## src/rtl/hpc_pkg.sv

```systemverilog
package hpc_pkg;
    typedef enum logic [1:0] {
        ST_IDLE   = 2'd0,
        ST_RUN    = 2'd1,
        ST_ARMED  = 2'd2,
        ST_PAUSED = 2'd3
    } hpc_state_e;
endpackage

```

## src/rtl/hpc_sck_edges.sv

```systemverilog
// Registers the serial clock level and derives raw edge pulses.
module hpc_sck_edges #(
    parameter bit IDLE_LEVEL = 1'b0
) (
    input  logic clk,
    input  logic rst_n,
    input  logic sck,
    output logic rise,
    output logic fall
);
    logic sck_q;

    always_ff @(posedge clk or negedge rst_n) begin
        if (!rst_n) sck_q <= IDLE_LEVEL;
        else        sck_q <= sck;
    end

    assign rise = sck & ~sck_q;
    assign fall = ~sck & sck_q;
endmodule

```

## src/rtl/hpc_fsm.sv

```systemverilog
// Pause state machine: entry and exit are qualified by the clock level.
module hpc_fsm
    import hpc_pkg::*;
(
    input  logic       clk,
    input  logic       rst_n,
    input  logic       cs_n,
    input  logic       sck,
    input  logic       hold_n,
    output hpc_state_e state
);
    hpc_state_e state_q, state_d;

    always_ff @(posedge clk or negedge rst_n) begin
        if (!rst_n) state_q <= ST_IDLE;
        else        state_q <= state_d;
    end

    always_comb begin
        state_d = state_q;
        if (cs_n) begin
            state_d = ST_IDLE;
        end else begin
            unique case (state_q)
                ST_IDLE:   state_d = ST_RUN;
                ST_RUN: begin
                    if (!hold_n) state_d = sck ? ST_ARMED : ST_PAUSED;
                end
                ST_ARMED: begin
                    if (hold_n)    state_d = ST_RUN;
                    else if (!sck) state_d = ST_PAUSED;
                end
                ST_PAUSED: begin
                    if (hold_n && !sck) state_d = ST_RUN;
                end
                default:   state_d = ST_IDLE;
            endcase
        end
    end

    assign state = state_q;
endmodule

```

## src/rtl/hpc_gate.sv

```systemverilog
// Output decode: strobe gating, pause flag and output float.
module hpc_gate
    import hpc_pkg::*;
(
    input  hpc_state_e state,
    input  logic       cs_n,
    input  logic       hold_n,
    input  logic       raw_rise,
    input  logic       raw_fall,
    output logic       rise_o,
    output logic       fall_o,
    output logic       paused_o,
    output logic       hiz_o
);
    logic forward;

    always_comb begin
        forward  = 1'b0;
        paused_o = 1'b0;
        hiz_o    = cs_n | ~hold_n;
        unique case (state)
            ST_IDLE:   forward = 1'b0;
            ST_RUN:    forward = ~cs_n & hold_n;
            ST_ARMED: begin
                forward = ~cs_n & hold_n;
                hiz_o   = 1'b1;
            end
            ST_PAUSED: begin
                paused_o = ~cs_n;
                hiz_o    = 1'b1;
            end
            default:   forward = 1'b0;
        endcase
        rise_o = raw_rise & forward;
        fall_o = raw_fall & forward;
    end
endmodule

```

## src/rtl/hold_pause_ctrl.sv

```systemverilog
module hold_pause_ctrl
    import hpc_pkg::*;
#(
    parameter bit SCK_IDLE_LEVEL = 1'b0
) (
    input  logic clk,
    input  logic rst_n,
    input  logic cs_n,
    input  logic sck,
    input  logic hold_n,
    output logic sck_rise_o,
    output logic sck_fall_o,
    output logic paused_o,
    output logic so_hiz_o
);
    logic       raw_rise, raw_fall;
    hpc_state_e fsm_state;

    hpc_sck_edges #(.IDLE_LEVEL(SCK_IDLE_LEVEL)) u_edges (
        .clk  (clk),
        .rst_n(rst_n),
        .sck  (sck),
        .rise (raw_rise),
        .fall (raw_fall)
    );

    hpc_fsm u_fsm (
        .clk   (clk),
        .rst_n (rst_n),
        .cs_n  (cs_n),
        .sck   (sck),
        .hold_n(hold_n),
        .state (fsm_state)
    );

    hpc_gate u_gate (
        .state   (fsm_state),
        .cs_n    (cs_n),
        .hold_n  (hold_n),
        .raw_rise(raw_rise),
        .raw_fall(raw_fall),
        .rise_o  (sck_rise_o),
        .fall_o  (sck_fall_o),
        .paused_o(paused_o),
        .hiz_o   (so_hiz_o)
    );
endmodule

```

## config.mk

```make
export PLATFORM = sky130hd
export DESIGN_NAME = hold_pause_ctrl
export DESIGN_NICKNAME = d
export VERILOG_FILES = /design/src/rtl/hpc_pkg.sv /design/src/rtl/hpc_sck_edges.sv /design/src/rtl/hpc_fsm.sv /design/src/rtl/hpc_gate.sv /design/src/rtl/hold_pause_ctrl.sv
export SDC_FILE = /design/constraint.sdc
export NUM_CORES = 1
export LEC_CHECK = 0
export BUFFER_PORTS_ARGS = -buffer_cell sky130_fd_sc_hd__buf_2
export CORE_AREA = 2 2 39 41
export CTS_BUF_LIST = sky130_fd_sc_hd__clkbuf_4 sky130_fd_sc_hd__clkbuf_8
export DETAILED_ROUTE_END_ITERATION = 12
export DIE_AREA = 0 0 41 43
export GPL_TIMING_DRIVEN = 0
export SYNTH_ARGS = -nofsm -noshare
export SYNTH_HDL_FRONTEND = slang
export SYNTH_SLANG_ARGS = --single-unit
```

## constraint.sdc

```tcl
create_clock -name clk -period 2.15 [get_ports clk]
set_clock_uncertainty 0.15 [all_clocks]
set_input_delay 0.1075 -clock clk [delete_from_list [all_inputs] [get_ports clk]]
set_output_delay 0.1075 -clock clk [all_outputs]
set_load 0.005 [all_outputs]
```

# Yosys cells after proc, flatten, opt, wreduce, memory -nomap -nowiden
# Cells that the tools add are included.
# Widths: inputs -> output; s select.
[classes] eq_ne=6 muxes=10 n_reduce_logical=6 bitwise=10
[op_table] op="$mux 2" n=5
[op_table] op="$pmux 2 s4" n=1
[op_table] op="$and 1x1->1" n=5
[op_table] op="$eq 2x2->1 const B" n=2
[op_table] op="$mux 1" n=4
[op_table] op="$ne 4x4->1 const B" n=1
[op_table] op="$not 1->1" n=4
[op_table] op="$reduce_or 2->1" n=2
[op_table] op="$ne 3x2->1 const B" n=1
[op_table] op="$ne 3x3->1 const B" n=1
[op_table] op="$reduce_and 3->1" n=1
[op_table] op="$eq 2x1->1 const B" n=1
[op_table] op="$logic_not 2->1" n=1
[op_table] op="$logic_and 1x1->1" n=1
[op_table] op="$logic_not 1->1" n=1
[op_table] op="$or 1x1->1" n=1
[word_totals] regBits=3 elab_cells=34

# Longest topological paths before layout
[depth] depth_word=5 ltp_mapped=6 ltp_nobuf=6

# Hierarchy
# Synthesis repeated with hierarchy kept, for this count alone.
[hier_totals] hier_cells=30 area_unflattened_um2=285.3
[modules_own_cells] module="hpc_fsm" cells_per_inst=20 seq_area_each_um2=50.0 area_each_um2=180.2 instances=1
[modules_own_cells] module="hpc_gate" cells_per_inst=7 seq_area_each_um2=0.0 area_each_um2=65.1 instances=1
[modules_own_cells] module="hpc_sck_edges" cells_per_inst=3 seq_area_each_um2=25.0 area_each_um2=40.0 instances=1

# Worst setup path after synthesis
# Ideal clock, no wire load.
[synth_path] path_kind="reg2out" from="register u_fsm.state_q[0] (netlist: u_fsm.state[0])" to="output port sck_fall_o" slack_ps=540 path_stages_with_launch=5 t_arrival_ps=1353 path_buffers=0 required_ps=1893 cell_sequence="dfrtp_1 inv_1 ha_1 or3b_1 nor3b_1"
[synth_between] elab_chain_cells=4 elab_cells_between_ends=5 classes_between="eq/ne (2); mux (1); bitwise (1); reduce/logical (1)"
[synth_lines] element="start, declared" line_no="hpc_fsm.sv:12" source="hpc_state_e state_q, state_d;"
[synth_lines] element="start signal, assigned" line_no="hpc_fsm.sv:16" source="else state_q <= state_d;"
[synth_lines] element="$eq 2x1->1 or $eq 2x2->1 (tied branches)" line_no="hpc_gate.sv:21" source="unique case (state)"
[synth_lines] element="$reduce_or 2->1 (no line) (*)"
[synth_lines] element="$mux 1 (*)"
[synth_lines] element="$and 1x1->1 (*)" line_no="hpc_gate.sv:35" source="fall_o = raw_fall & forward;"
[synth_lines] element="end, declared" line_no="hold_pause_ctrl.sv:12" source="output logic sck_fall_o,"
# Mark *: on every way between the ends. The rest lies on a longest branch, timed or not.

# Worst setup path in the final report
# Same ends and word-level chain as after synthesis.

==> impl_metrics.ini <==
[job]
drv_cap = 0

[clock_network]
holdBufCountCts = 3
clock_latency_ns = 0.23
clk_pin_slew_worst_paths_ns = 0.04
numCtsBuffers = 3
clock_sinks = 3
post-cts-setup-buffers = 0
cts_tree = yes
post_cts_resized = 0
ctsLongestPathBuffers = 2
cts-root-buf = clkbuf_4
cts-htree-levels = 1

[logic_synthesis]
synthTopCellsByCount = dfrtp_1, ha_1, inv_1, nor2b_1
synth_edf_count = 0
synth_top_area_cell = dfrtp_1
yosysUniqueCellTypes = 17
ys.flop_type = dfrtp_1
synth_area_per_cell_um2 = 10.0
synthesis.nets = 32
ys_async_sr_fraction = 1.00
synth_top_area_share = 0.313
syn-cell-area_um2 = 240
synth_area_leaders = dfrtp_1, ha_1, o41ai_2
seq_area_frac_synth = 0.313
synthCells = 24
synth_warnings = 0
ys_ff_latch = 3

[routing]
wl_per_cell_um = 9.73
drcViolationCount = 0
drtIter0Drc = 2
wirelength_um = 535
via_per_inst = 4.18
dr.pass1.iters = 2
ant_nets = 0
vias = 230

[die]
die_x_um = 41
core-area_mm2 = 0.00138
chipHeight_um = 43
start_util = 0.174
fp.dieArea_mm2 = 0.00176
io_pins = 9
rows = 14

[sta]
period_minus_slack_ns = 2.01
fmax_ghz = 0.497
hold_violations = 0
layout_setup_ws_ns = 0.137
rsz0062_at_grt = false
min_period_over_period = 0.936
worst_pin_slew_ns = 0.301
max_slew_margin = 0.794
setup_viol = 0
setup_tns_ns = 0
drv_slew = 0

[outcome]
status = finished, final reports clean

[layout]
nNetsFinal = 48
drive_gt1_frac = 0.385
area_growth_pct = 50.0
fin_cells = 55
antenna_cells = 0
final_util = 0.260

[global_routing]
grt_start_max_net_pins = 7
antenna_found_initial = 0
grt_pass1_vias = 235
overflow = 0
grt_use_total = 0.0734
grt_pass1_wl_um = 814

[setup_path]
critical_path_class = reg2out
critPathLaunchType = flop
worst-path-buf-inv = 2
worstSetupEndpointType = output port
path_cells = inv_1 > ha_1 > or3b_1 > nor3b_1 > buf_2
crit_family = simple AND/OR/NAND/NOR gates
cp_slowest_stage_delay_ns = 0.41
cp-startpoint = u_fsm.state[0]
path_depth = 5
arrival_ns = 1.76
cp-endpoint = sck_fall_o
r2r_end = u_fsm.state[0]
rr_worst_depth = 6
path_max_fanout = 4
crit_slowest_cell = or3b_1
r2r_setup_slack_ns = 0.51
r2r-start = u_fsm.state[0]
cp.required_ns = 1.89

[placed_design]
dpl.hpwl_um = 422
port_buffers = 8
dp_cells = 48
dp_slack_ns = 0.379
place.gp.congestion = 0.671

[power]
vdd_drop_max_uv = 272
power_density_mw_per_mm2 = 928
power_leakage_uw = 0.000178

[worst_hold_path]
worstHoldPathType = in2async
[cells by family after synthesis]
group	Yosys count	synth area share
buf+inv	3	0.0469
compound gates	6	0.229
flops	3	0.312
mux	1	0.0417
fa+ha+maj	3	0.156
simple gates	8	0.214
[power breakdown]
part / total (uW) / switching, uW / internal [uW] / leakage (uW)
Clock: 112 / 29.6 / 82.1 / 0.0000184
Combinational: 134 / 73.1 / 60.9 / 0.000122
Sequential: 88.6 / 16.5 / 72.2 / 0.0000379
[metal layers]
| layer | up-vias | part of all wire | GRT usage |
|---|---|---|---|
| li1 | 120 | - | - |
| met3 | 0 | 0.052 | 0.0628 |
| met2 | 6 | 0.49 | 0.116 |
| met4 | 0 | 0 | 0.0400 |
| met5 | - | 0 | 0 |
| met1 | 104 | 0.45 | 0.0581 |
[how the worst min path moves through the flow]
stage | startpoint | endpoint | slack, ns | cells after the start
floorplan | rst_n | u_edges.sck_q | -0.34 | 0
global placement | rst_n | u_fsm.state[0] | -0.25 | 1
detailed placement | rst_n | u_fsm.state[0] | -0.24 | 1
CTS | rst_n | u_fsm.state[0] | 0.04 | 2
global route | rst_n | u_edges.sck_q | 0.05 | 2
finish | rst_n | u_edges.sck_q | 0.05 | 2
[flip-flops by register name (all words and copies together) (netlist names)]
| register | cells |
|---|---|
| u_fsm.state | 2 |
| u_edges.sck_q | 1 |
[worst reg2reg max path: cells and delay by family (launching register included)]
kind / cells / cell delay (ns)
AO/OA/AOI/OAI: 3 / 0.56
flip-flops: 1 / 0.40
adder cells (fa/ha/maj): 1 / 0.22
AND/OR/NAND/NOR: 1 / 0.15
buffers and inverters: 1 / 0.06
[area by class of cell]
class                           count  area, um^2
Fill cell                         154        1020
Multi-Input combinational cell     18         154
Sequential cell                     3        75.1
Timing Repair Buffer               11        70.1
Clock buffer                        4        30.0
Tap cell                           16        20.0
Inverter                            3        11.3
[placed cells by master, fill, tap and decap left out]
master and count:
clkbuf_4 4, nor3b_1 1, a211oi_1 1, nor2b_1 2, buf_2 8, a21oi_1 1, mux2i_1 1, dlygate4sd3_1 3
dfrtp_1 3, nand2_1 1, or3b_1 1, or4b_2 1, o21ai_2 1, inv_1 3, a311oi_1 1, o41ai_2 1
nor3_1 1, nor2_1 1, ha_1 3, a211o_1 1
[stage by stage]
stage                     cell area [um^2]  total power [uW]  hold slack [ns]
after floorplan                        240               183           -0.338
after global placement                 300               217           -0.247
after detailed placement               300               220           -0.244
after CTS                              360               343           0.0406
after global routing                   360               370           0.0495
final                                  360               334           0.0499
No activity file was read; power rests on OpenSTA's default activity.
